<file path="src/rtl/prbs_gen_pkg.sv">
package prbs_gen_pkg;

  typedef struct packed {
    logic [4:0] stage_hi;
    logic [4:0] stage_lo;
    logic       run_limit;
  } fb_pair_t;

  // Feedback stage pair per pseudo-random kind; the order is the kind encoding.
  function automatic fb_pair_t fb_pair_for(input logic [2:0] sel);
    fb_pair_t p;
    p.run_limit = 1'b0;
    unique case (sel)
      3'd0: begin p.stage_hi = 5'd9;  p.stage_lo = 5'd5;  end
      3'd1: begin p.stage_hi = 5'd11; p.stage_lo = 5'd9;  end
      3'd2: begin p.stage_hi = 5'd15; p.stage_lo = 5'd14; end
      3'd3: begin p.stage_hi = 5'd20; p.stage_lo = 5'd17; end
      3'd4: begin p.stage_hi = 5'd20; p.stage_lo = 5'd3;  p.run_limit = 1'b1; end
      3'd5: begin p.stage_hi = 5'd23; p.stage_lo = 5'd18; end
      3'd6: begin p.stage_hi = 5'd29; p.stage_lo = 5'd27; end
      default: begin p.stage_hi = 5'd31; p.stage_lo = 5'd28; end
    endcase
    return p;
  endfunction

  // Fixed words, leftmost bit sent first.
  function automatic logic [7:0] word_for(input logic [2:0] sel);
    unique case (sel)
      3'd0: return 8'b0000_0000;
      3'd1: return 8'b1111_1111;
      3'd2: return 8'b0101_0101;
      3'd3: return 8'b0011_0011;
      3'd4: return 8'b0111_1111;
      3'd5: return 8'b1000_0000;
      3'd6: return 8'b0111_0111;
      default: return 8'b1000_1000;
    endcase
  endfunction

  // Saturating zero-run count update.
  function automatic logic [3:0] run_next(input logic [3:0] cur, input logic line_bit,
                                          input logic [3:0] limit);
    if (line_bit) return 4'd0;
    if (cur >= limit) return limit;
    return cur + 4'd1;
  endfunction

endpackage

</file>
<file path="src/rtl/prbs_shift_core.sv">
module prbs_shift_core
  import prbs_gen_pkg::*;
#(
  parameter int REG_W     = 31,
  parameter int RUN_LIMIT = 14,
  localparam int RUN_W    = 4
) (
  input  logic             clk,
  input  logic             rst_n,
  input  logic             restart,
  input  logic             advance,
  input  logic             prbs_mode,
  input  logic [2:0]       sel,
  input  logic             line_bit,
  output logic             fb_bit,
  output logic             force_one,
  output logic [REG_W-1:0] state_q,
  output logic [RUN_W-1:0] run_q
);

  localparam logic [RUN_W-1:0] RUN_MAX = RUN_W'(RUN_LIMIT);

  fb_pair_t pair;
  logic     bit_hi;
  logic     bit_lo;

  always_comb begin
    pair   = fb_pair_for(sel);
    bit_hi = state_q[pair.stage_hi - 5'd1];
    bit_lo = state_q[pair.stage_lo - 5'd1];
  end

  assign fb_bit    = bit_hi ^ bit_lo;
  assign force_one = prbs_mode & pair.run_limit & (run_q == RUN_MAX);

  always_ff @(posedge clk or negedge rst_n) begin
    if (!rst_n) begin
      state_q <= '1;
      run_q   <= '0;
    end else if (restart) begin
      state_q <= '1;
      run_q   <= '0;
    end else if (advance) begin
      state_q <= {state_q[REG_W-2:0], fb_bit};
      run_q   <= run_next(run_q, line_bit, RUN_MAX);
    end
  end

endmodule

</file>
<file path="src/rtl/prbs_word_rotator.sv">
module prbs_word_rotator
  import prbs_gen_pkg::*;
#(
  parameter int WORD_W = 8,
  localparam int POS_W = $clog2(WORD_W)
) (
  input  logic             clk,
  input  logic             rst_n,
  input  logic             restart,
  input  logic             advance,
  input  logic [2:0]       sel,
  output logic             word_bit,
  output logic [POS_W-1:0] pos_q
);

  localparam logic [POS_W-1:0] LAST_POS = POS_W'(WORD_W - 1);

  logic [WORD_W-1:0] word;

  assign word     = WORD_W'(word_for(sel));
  assign word_bit = word[LAST_POS - pos_q];

  always_ff @(posedge clk or negedge rst_n) begin
    if (!rst_n) begin
      pos_q <= '0;
    end else if (restart) begin
      pos_q <= '0;
    end else if (advance) begin
      pos_q <= (pos_q == LAST_POS) ? '0 : pos_q + POS_W'(1);
    end
  end

endmodule

</file>
<file path="src/rtl/prbs_line_stage.sv">
module prbs_line_stage (
  input  logic clk,
  input  logic rst_n,
  input  logic advance,
  input  logic pattern_mode,
  input  logic invert,
  input  logic prbs_bit,
  input  logic word_bit,
  input  logic flip,
  output logic line_bit,
  output logic tx_q
);

  logic src_bit;
  logic tx_d;

  assign src_bit  = pattern_mode ? word_bit : prbs_bit;
  assign line_bit = src_bit ^ flip;
  assign tx_d     = line_bit ^ (invert & ~pattern_mode);

  always_ff @(posedge clk or negedge rst_n) begin
    if (!rst_n)       tx_q <= 1'b0;
    else if (advance) tx_q <= tx_d;
  end

endmodule

</file>
<file path="src/rtl/prbs_pattern_gen.sv">
module prbs_pattern_gen #(
  parameter int REG_W     = 31,
  parameter int RUN_LIMIT = 14,
  parameter int WORD_W    = 8
) (
  input  logic       clk,
  input  logic       rst_n,
  input  logic       clk_en,
  input  logic       cfg_load,
  input  logic [3:0] cfg_kind,
  input  logic       cfg_invert,
  input  logic       bit_flip,
  output logic       tx_out
);

  localparam int RUN_W = 4;
  localparam int POS_W = $clog2(WORD_W);

  logic [3:0]       kind_q;
  logic             inv_q;
  logic             step;
  logic             pattern_mode;
  logic             fb_bit;
  logic             force_one;
  logic             prbs_bit;
  logic             word_bit;
  logic             line_bit;
  logic [REG_W-1:0] lfsr_q;
  logic [RUN_W-1:0] run_q;
  logic [POS_W-1:0] pos_q;

  assign step         = clk_en & ~cfg_load;
  assign pattern_mode = kind_q[3];
  assign prbs_bit     = fb_bit | force_one;

  always_ff @(posedge clk or negedge rst_n) begin
    if (!rst_n) begin
      kind_q <= 4'd0;
      inv_q  <= 1'b0;
    end else if (cfg_load) begin
      kind_q <= cfg_kind;
      inv_q  <= cfg_invert;
    end
  end

  prbs_shift_core #(.REG_W(REG_W), .RUN_LIMIT(RUN_LIMIT)) u_core (
    .clk       (clk),
    .rst_n     (rst_n),
    .restart   (cfg_load),
    .advance   (step),
    .prbs_mode (~pattern_mode),
    .sel       (kind_q[2:0]),
    .line_bit  (line_bit),
    .fb_bit    (fb_bit),
    .force_one (force_one),
    .state_q   (lfsr_q),
    .run_q     (run_q)
  );

  prbs_word_rotator #(.WORD_W(WORD_W)) u_rot (
    .clk      (clk),
    .rst_n    (rst_n),
    .restart  (cfg_load),
    .advance  (step),
    .sel      (kind_q[2:0]),
    .word_bit (word_bit),
    .pos_q    (pos_q)
  );

  prbs_line_stage u_line (
    .clk          (clk),
    .rst_n        (rst_n),
    .advance      (step),
    .pattern_mode (pattern_mode),
    .invert       (inv_q),
    .prbs_bit     (prbs_bit),
    .word_bit     (word_bit),
    .flip         (bit_flip),
    .line_bit     (line_bit),
    .tx_q         (tx_out)
  );

endmodule

</file>
<file path="config.mk">
export PLATFORM = sky130hd
export DESIGN_NAME = prbs_pattern_gen
export DESIGN_NICKNAME = d
export VERILOG_FILES = /design/src/rtl/prbs_gen_pkg.sv /design/src/rtl/prbs_shift_core.sv /design/src/rtl/prbs_word_rotator.sv /design/src/rtl/prbs_line_stage.sv /design/src/rtl/prbs_pattern_gen.sv
export SDC_FILE = /design/constraint.sdc
export NUM_CORES = 1
export LEC_CHECK = 0
export BUFFER_PORTS_ARGS = -buffer_cell sky130_fd_sc_hd__buf_4
export CELL_PAD_IN_SITES_DETAIL_PLACEMENT = 0
export CELL_PAD_IN_SITES_GLOBAL_PLACEMENT = 1
export CORE_MARGIN = 2
export CORE_UTILIZATION = 49
export DETAILED_ROUTE_END_ITERATION = 10
export HOLD_SLACK_MARGIN = 0.12
export MAX_ROUTING_LAYER = met4
export PLACE_DENSITY_LB_ADDON = 0.1
export SETUP_SLACK_MARGIN = 0.5
export SLEW_MARGIN = 40
export SYNTH_ARGS = -nofsm -noshare
export SYNTH_HDL_FRONTEND = slang
export SYNTH_SLANG_ARGS = --single-unit
export TNS_END_PERCENT = 10
</file>
<file path="constraint.sdc">
create_clock -name clk -period 3.72 [get_ports clk]
set_input_delay 0.186 -clock clk [delete_from_list [all_inputs] [get_ports clk]]
set_output_delay 0.186 -clock clk [all_outputs]
set_load 0.05 [all_outputs]
</file>
Word level (Yosys, flattened, before mapping)
Index checks and enable logic that the tools add are counted.
{ "word_totals": {"register_bits": 44, "latchBits": 0, "mem_bits_rw": 0, "romBits": 0, "inputBits": 10, "out_inout_bits": 1, "wordCells": 63, "n_memories": 0} }
{ "op_classes": {"addsub": 5, "mul": 0, "div_mod_pow": 0, "n_lt_le_gt_ge": 4, "n_eq_ne": 8, "shifts": 0, "n_mux": 28, "n_bitwise": 10, "reduce_logical": 2} }
{ "ops": {"columns": ["operator", "n"], "rows": [
  ["$pmux W10 S7", 1],
  ["$mux W31", 2],
  ["$pmux W8 S7", 1],
  ["$mux W4", 6],
  ["$eq A3 B3 Y1 const B", 4],
  ["$lt A5 B6 Y1 const B", 2],
  ["$mux W1", 12],
  ["$bmux W1 S5", 2],
  ["$sub A5 B1 Y5 const B", 2],
  ["$mux W3", 3],
  ["$eq A3 B2 Y1 const B", 2],
  ["$add A4 B1 Y4 const B", 1],
  ["$and A1 B1 Y1", 4],
  ["$eq A4 B4 Y1 const B", 1],
  ["$ge A4 B4 Y1 const B", 1],
  ["$lt A3 B4 Y1 const B", 1],
  ["$add A3 B1 Y3 const B", 1],
  ["$bmux W1 S3", 1],
  ["$eq A3 B1 Y1 const B", 1],
  ["$logic_not A3 Y1", 1],
  ["$sub A3 B3 Y3 const A", 1],
  ["$xor A1 B1 Y1", 3],
  ["$not A1 Y1", 2],
  ["$reduce_bool A2 Y1", 1],
  ["$or A1 B1 Y1", 1]
]} }

Longest topological paths before layout
Gate-level depths: netlist of run 1.
{ "depth": {"depth_word": 19, "depth_mapped": 16, "depth_no_buf": 14} }

Cells and area by module
From an unflattened synthesis of run 1, not the netlist that was laid out.
{ "unflattened": {"hier_cells": 266, "hier_area_um2": 2657.5} }
{ "by_module_without_submodules": {"columns": ["module", "n_inst", "cells_each", "area_each_um2", "seq_area_each_um2"], "rows": [
  ["prbs_shift_core", 1, 220, 2155.8, 914.6],
  ["prbs_word_rotator", 1, 22, 211.5, 75.1],
  ["prbs_pattern_gen", 1, 13, 200.2, 125.1],
  ["prbs_line_stage", 1, 11, 90.1, 25.0]
]} }

Worst setup path before layout of run 1
Ideal clock, no wire load.
{ "synth_timing": {"path_type": "flip-flop to flip-flop", "start": "register kind_q[0]", "end": "register u_line.tx_q", "setup_time_ns": 0.069, "arrival_time_ns": 3.366, "required_ns": 3.651, "slack_ns": 0.285, "path_stages_with_launch": 15, "path_buffers": 2, "period_less_slack_ns": 3.435, "cell_sequence": "dfrtp_1 buf_6 and2_1 nor2_2 inv_1 ha_1 buf_1 mux4_2 a2111oi_4 a211oi_2 o32ai_4 mux2i_1 xor2_1 or4_1 nand3_1"} }
{ "synth_via": {"elab_chain_cells": 10, "word_cells_on_any_way": 25, "classes_between": "2 x add/sub; 6 x eq/ne; 10 x mux; 6 x bitwise; 1 x reduce/logical"} }
{ "synth_rtl": {"columns": ["element", "line", "text"], "rows": [
  ["start, declared", "prbs_pattern_gen.sv:19", "logic [3:0] kind_q;"],
  ["start signal, assigned", "prbs_pattern_gen.sv:41", "kind_q <= cfg_kind;"],
  ["$eq A3 B3 Y1, or another cell as far along", "prbs_gen_pkg.sv:13, prbs_gen_pkg.sv:28", null],
  ["$pmux W10 S7", "prbs_gen_pkg.sv:13", "unique case (sel)"],
  ["$sub A5 B1 Y5, on equally long branches", "prbs_shift_core.sv:29, prbs_shift_core.sv:30", null],
  ["$bmux W1 S5, on equally long branches", "prbs_shift_core.sv:29, prbs_shift_core.sv:30", null],
  ["$mux W1, on equally long branches", "prbs_shift_core.sv:29, prbs_shift_core.sv:30", null],
  ["$xor A1 B1 Y1", "prbs_shift_core.sv:33", "assign fb_bit = bit_hi ^ bit_lo;"],
  ["$or A1 B1 Y1", "prbs_pattern_gen.sv:34", "assign prbs_bit = fb_bit | force_one;"],
  ["$mux W1 *", "prbs_line_stage.sv:17", "assign src_bit = pattern_mode ? word_bit : prbs_bit;"],
  ["$xor A1 B1 Y1 *", "prbs_line_stage.sv:18", "assign line_bit = src_bit ^ flip;"],
  ["$xor A1 B1 Y1 *", "prbs_line_stage.sv:19", "assign tx_d = line_bit ^ (invert & ~pattern_mode);"],
  ["end signal, assigned", "prbs_line_stage.sv:23", "else if (advance) tx_q <= tx_d;"],
  ["end, declared", "prbs_line_stage.sv:11", "output logic tx_q"]
]} }
Every way passes the cells marked *; elsewhere a longest branch is shown, timed or not. The select of a mux whose other input is x is not followed.
A chain may end at the register's enable or synchronous reset.

Final worst setup path of run 1
Same ends and word-level chain as after synthesis.

==> metrics.txt, run 1 <==
Hold Vio Cnt, Final=0; Synth area leader=dfstp_2; Setup crit end kind=flop; power density cells=between 300 and 400 nW/um^2; CTS tree=yes; Post-Route Skew=~0.010 ns; TritonCTS Buffers=5; fill cell count=502; Row Count=27; Buffers on Ports=10; Internal=approximately 0.84 mW; Synthesis Warnings=0; Yosys cell types=56; max-slew violation count=0; total power=1.26 mW; syn nets=around 320; 1st-pass router iterations=4; drt initial violations=between 100 and 150; die footprint=6530 um^2; Post-synth top cells=nand2_1 (49), mux2i_1 (37), dfstp_2 (31), a21oi_1 (17), o21ai_0 (16); Die H=between 80 and 90 um; Placed Cells=around 370; Max Cap Viol=0; ANT cells=0; Via density=around 5.7; crit path DAT=~3.4 ns; gpl congestion=a little under 0.9; DP Area=3030 um^2; post-route cell area=about 3300 um^2; share of cells above drive strength 1=0.317; crit-path cells=buf_4 > or3b_4 > o21ai_4 > ha_4 > o311a_1 > o211ai_1 > o311ai_1 > buf_4 > nand2b_1 > mux2i_2 > xor2_1 > or4_1 > nand3_1; Post-synth EDFFs=0; Synth top area share=0.282; Core ar.=about 5600 um^2; startpoint types=flop; Worst IR Drop VDD=0.225 mV; Highest Signal Layer=met4; largest net degree at the start of global routing=49; root cell of the clock tree=clkbuf_8; Die X=80.8 um; Net Sw Power=~0.42 mW; setup TNS=0 ns; Tmin final=between 3 and 4 ns; initial antenna violation count=0; Mapped Avg Cell Area=between 9 and 10 um^2; Clock Power Share=0.228; later-pin clock latency in the skew report=~0.29 ns; Overflow after GRT=0; count leader, synth=nand2_1; Crit path top cell by count=buf_4; Post-Synthesis Cells=about 300; # DRC=0; WP data required=around 4.0 ns; Initial Util=0.515; H-tree Lvls=2; CTS sink cnt=44; fin crit share=0.852; final setup fails=0; Peak Freq=315 MHz; clk slew on worst S/H paths=0.09 ns; I/O pin count=11; Crit-path slowest cell=dfrtp_2; worst setup path class=reg2reg; register area share after synthesis=0.395; status=finished, final reports clean; Area Overhead vs Synth=15.3%; clk buf depth=2; leak pwr=1.40 nW; first-pass GRT wire length=approximately 11 mm; met2 WL=3.04 mm; Worst Hold Class=in2reg; share of power burned in registers=0.416; #FFs+latches synth=44; area of the mapped netlist=2890 um^2; headroom to the max-slew limit=0.560; fin cells=~400; Switching Share=0.334; Worst-Margin Slew=about 0.66 ns; Logic pwr share=0.356; fraction of registers with async set or reset after synthesis=1.00; Routed wire per std cell=about 16 um; hpwl dp=4.39 mm; slowest stage delay, CP=about 0.46 ns; FF-to-FF setup slack=~0.55 ns; met1 WL=around 3.2 mm; Area contributors post-synth=dfstp_2 (28%), mux2i_1 (13%), dfrtp_1 (11%), nand2_1 (6.4%), mux2_2 (3.5%); GRT Overall Usage=0.224; crit path max fanout=7; ys flop type=dfstp_2; Layout Nets=340; DR WL met3=between 150 and 200 um; vias in the first global route=about 2200; total number of vias=2245; final WL=6.55 mm; Routed Antenna Nets=0; RSZ-0062 raised after global routing=true
[power by group through the flow]
| stage | clock network, mW | logic [mW] | registers, mW |
|---|---|---|---|
| after global placement | 0 | 0.376 | 0.536 |
| after global routing | 0.321 | 0.487 | 0.529 |
| final | 0.287 | 0.450 | 0.525 |
| after CTS | 0.300 | 0.415 | 0.525 |
| after detailed placement | 0 | 0.376 | 0.536 |
| after floorplan | 0 | 0.285 | 0.538 |
[area by class of cell]
type	count	area, um^2	area share
Clock buffer	7	76.3	0.0229
Multi-Input combinational cell	225	1680	0.505
Timing Repair Buffer	37	290	0.0872
Inverter	11	43.8	0.0131
Clock inverter	1	5.00	0.00150
Tap cell	72	90.1	0.0270
Sequential cell	44	1140	0.343
[what timing repair did]
item / in CTS / in global routing
resized for setup: 12 / 12
pin swaps: 4 / 8
hold endpoints to repair: 16 / 0
hold buffers: 4 / 0
setup endpoints to repair: 5 / 5
buffers inserted: 9 / 4
[critical path, delay by kind of cell, from the launching register on]
kind,cells,cell delay [ns]
buf+inv,2,0.34
simple gates,4,1.05
xor+xnor,1,0.11
compound gates,4,0.65
mux,1,0.20
flops,1,0.46
fa+ha+maj,1,0.28
[path summary, 6_finish.rpt]
| path | to | from | cells past startpoint |
|---|---|---|---|
| min reg2reg | u_line.tx_q | u_line.tx_q | 2 |
| min in group asynchronous | kind_q[2] | rst_n | 2 |
| min | kind_q[3] | cfg_kind[3] | 2 |
| max in group asynchronous | kind_q[1] | rst_n | 2 |
| max reg2reg | u_line.tx_q | kind_q[0] | 13 |
| max | u_line.tx_q | kind_q[0] | 13 |
[cell families after synthesis]
kind of cell,after synthesis,share of synthesized area
adder cells (fa/ha/maj),6,0.0260
AND/OR/NAND/NOR,94,0.154
AO/OA/AOI/OAI,69,0.171
XOR/XNOR,7,0.0212
flip-flops,44,0.395
multiplexers,49,0.183
buffers and inverters,34,0.0502
[registers in the layout, indices dropped and copies added (netlist names)]
register,cells
inv_q,1
u_rot.pos_q,3
u_core.state_q,31
u_core.run_q,4
kind_q,4
u_line.tx_q,1
[layout by cell type, fill, tap and decap left out, types with 8 or more instances in the layout]
master	Yosys	final
buf_4	0	29
nand3_1	8	8
dfstp_2	31	31
a21oi_1	17	17
nor2_1	12	12
o21ai_0	16	16
dfrtp_1	13	10
nand2_1	49	49
mux2i_1	37	36
mux2_2	9	9
inv_1	10	8
[through the flow]
stage | util | hold WS [ns] | setup slack [ns]
5_1_grt | 0.594 | 0.123 | 0.450
4_1_cts | 0.580 | 0.121 | 0.500
3_5_place_dp | 0.540 | 0.217 | 0.279
6_report | 0.594 | 0.134 | 0.550
2_1_floorplan | - | -0.110 | 0.514
3_3_place_gp | 0.540 | 0.213 | 0.284
[layer usage]
metal / up-vias / track usage
met3: 6 / 0.0333
met2: 31 / 0.341
met4: 0 / 0.0627
li1: 1121 / -
met1: 1087 / 0.315
met5: - / -
Power figures use the tool's default switching activity.
==> run 2: changes to the inputs <==
--- a/config.mk
+++ b/config.mk
@@ -14,6 +14,7 @@
 export HOLD_SLACK_MARGIN = 0.12
 export MAX_ROUTING_LAYER = met4
 export PLACE_DENSITY_LB_ADDON = 0.1
+export RECOVER_POWER = 100
 export SETUP_SLACK_MARGIN = 0.5
 export SLEW_MARGIN = 40
 export SYNTH_ARGS = -nofsm -noshare
==> metrics.txt, run 2 (synthesized netlist as in run 1, its figures left out) <==
status=complete, but fails checks; failing checks=max-capacitance violations, max-slew violations; Crit-path slowest cell=dfrtp_1; setup TNS=0 ns; hpwl dp=~4.4 mm; TritonCTS Buffers=5; Via density=between 5 and 6; total number of vias=between 2000 and 2500; Peak Freq=301 MHz; CTS tree=yes; final WL=around 6.5 mm; Area Overhead vs Synth=14.7%; post-route cell area=3310 um^2; CTS sink cnt=44; power density cells=379 nW/um^2; gpl congestion=0.872; vias in the first global route=around 2200; WP data required=~3.9 ns; Worst IR Drop VDD=roughly 0.22 mV; CP bufs+invs=2; initial antenna violation count=0; max-slew violation count=94; most frequent cells in the layout=nand2_1 (49), mux2i_1 (37), dfstp_2 (31); Routed Antenna Nets=0; hold path depth=2; Worst path top cell family by delay=simple AND/OR/NAND/NOR gates; first-pass GRT wire length=~11 mm; Setup crit end kind=flop; Buffers on Ports=10; later-pin clock latency in the skew report=roughly 0.29 ns; Hold Vio Cnt, Final=0; total power=between 1 and 1.5 mW; RSZ-0062 raised after global routing=true; startpoint types=flop; leak pwr=1.39 nW; Reg-to-Reg End=u_line.tx_q; drt initial violations=around 140; clk buf depth=2; hold endpoint=kind_q[3]; fin crit share=0.893; # DRC=0; Core ar.=5610 um^2; Worst Hold Class=in2reg; Tmin final=around 3.3 ns; headroom to the max-slew limit=-0.833; die footprint=6530 um^2; most common cell after layout, fill and taps aside=nand2_1; FF-to-FF setup slack=about 0.4 ns; crit path DAT=3.55 ns; reg-to-reg critical path startpoint=kind_q[2]; Worst Hold Launch=cfg_kind[3]; H-tree Lvls=2; crit path max fanout=7; Max Cap Viol=2; worst setup path class=reg2reg; Routed wire per std cell=between 15 and 20 um; DP Area=3030 um^2; reg2reg path depth=13; final setup fails=0; crit-path cells=clkbuf_1 > or3b_4 > o21ai_4 > ha_4 > o311a_1 > o211ai_1 > o311ai_1 > buf_4 > nand2b_1 > mux2i_1 > xor2_1 > or4_1 > nand3_1; largest net degree at the start of global routing=slightly below 50; share of cells above drive strength 1=0.295; Overflow after GRT=0; Reg with most FFs=u_core.state_q; biggest regs=u_core.state_q x31, kind_q x4, u_core.run_q x4; Die X=approximately 81 um; Initial Util=0.515; Worst-Margin Slew=approximately 2.7 ns; Layout Nets=340; GRT Overall Usage=0.224; clk slew on worst S/H paths=around 0.080 ns; ANT cells=0; 1st-pass router iterations=4; max reg flops=31; Row Count=27; Post-Route Skew=0.0102 ns; slowest stage delay, CP=0.48 ns; root cell of the clock tree=clkbuf_8; I/O pin count=11; Die H=80.8 um
==> run 2: stage by stage <==
stage          instances  utilization  setup WS [ns]  hold slack [ns]
3_3_place_gp         372        0.540          0.284            0.213
6_report             397        0.591          0.399            0.133
5_1_grt              397        0.591          0.231            0.123
4_1_cts              393        0.580          0.500            0.121
3_5_place_dp         372        0.540          0.279            0.217
2_1_floorplan        303            -          0.514           -0.110
==> run 2: where the power goes <==
group,switching [mW],internal [mW],leakage (nW)
logic,0.245,0.199,0.853
clock network,0.154,0.132,0.0422
registers,0.0203,0.505,0.491
total,0.419,0.836,1.39
==> run 2: final cells by class <==
class	count	area, um^2
Clock buffer	7	76.3
Clock inverter	1	5.00
Fill cell	507	2290
Inverter	11	43.8
Multi-Input combinational cell	225	1680
Sequential cell	44	1140
Tap cell	72	90.1
Timing Repair Buffer	37	278
==> run 2: timing repair <==
item,CTS,global route
endpoints found under the setup margin,5,5
pin swaps,4,8
hold buffers,4,0
hold endpoints to repair,16,0
buffers inserted,9,4
resized for setup,12,12
==> run 2: worst max path at each step <==
stage / endpoint / startpoint / cells past startpoint
floorplan: u_line.tx_q / kind_q[2] / 14
global placement: u_line.tx_q / kind_q[1] / 12
detailed placement: u_core.run_q[1] / kind_q[1] / 13
CTS: u_line.tx_q / kind_q[0] / 13
global route: u_core.run_q[3] / kind_q[2] / 14
finish: u_line.tx_q / kind_q[2] / 13
==> run 2: per-layer routing <==
| metal | up-vias | GRT usage | wire [um] |
|---|---|---|---|
| met2 | 42 | 0.341 | 3050 |
| met1 | 1078 | 0.315 | 3150 |
| met4 | 0 | 0.0627 | 99 |
| li1 | 1122 | - | - |
| met3 | 8 | 0.0333 | 218 |
| met5 | - | - | 0 |
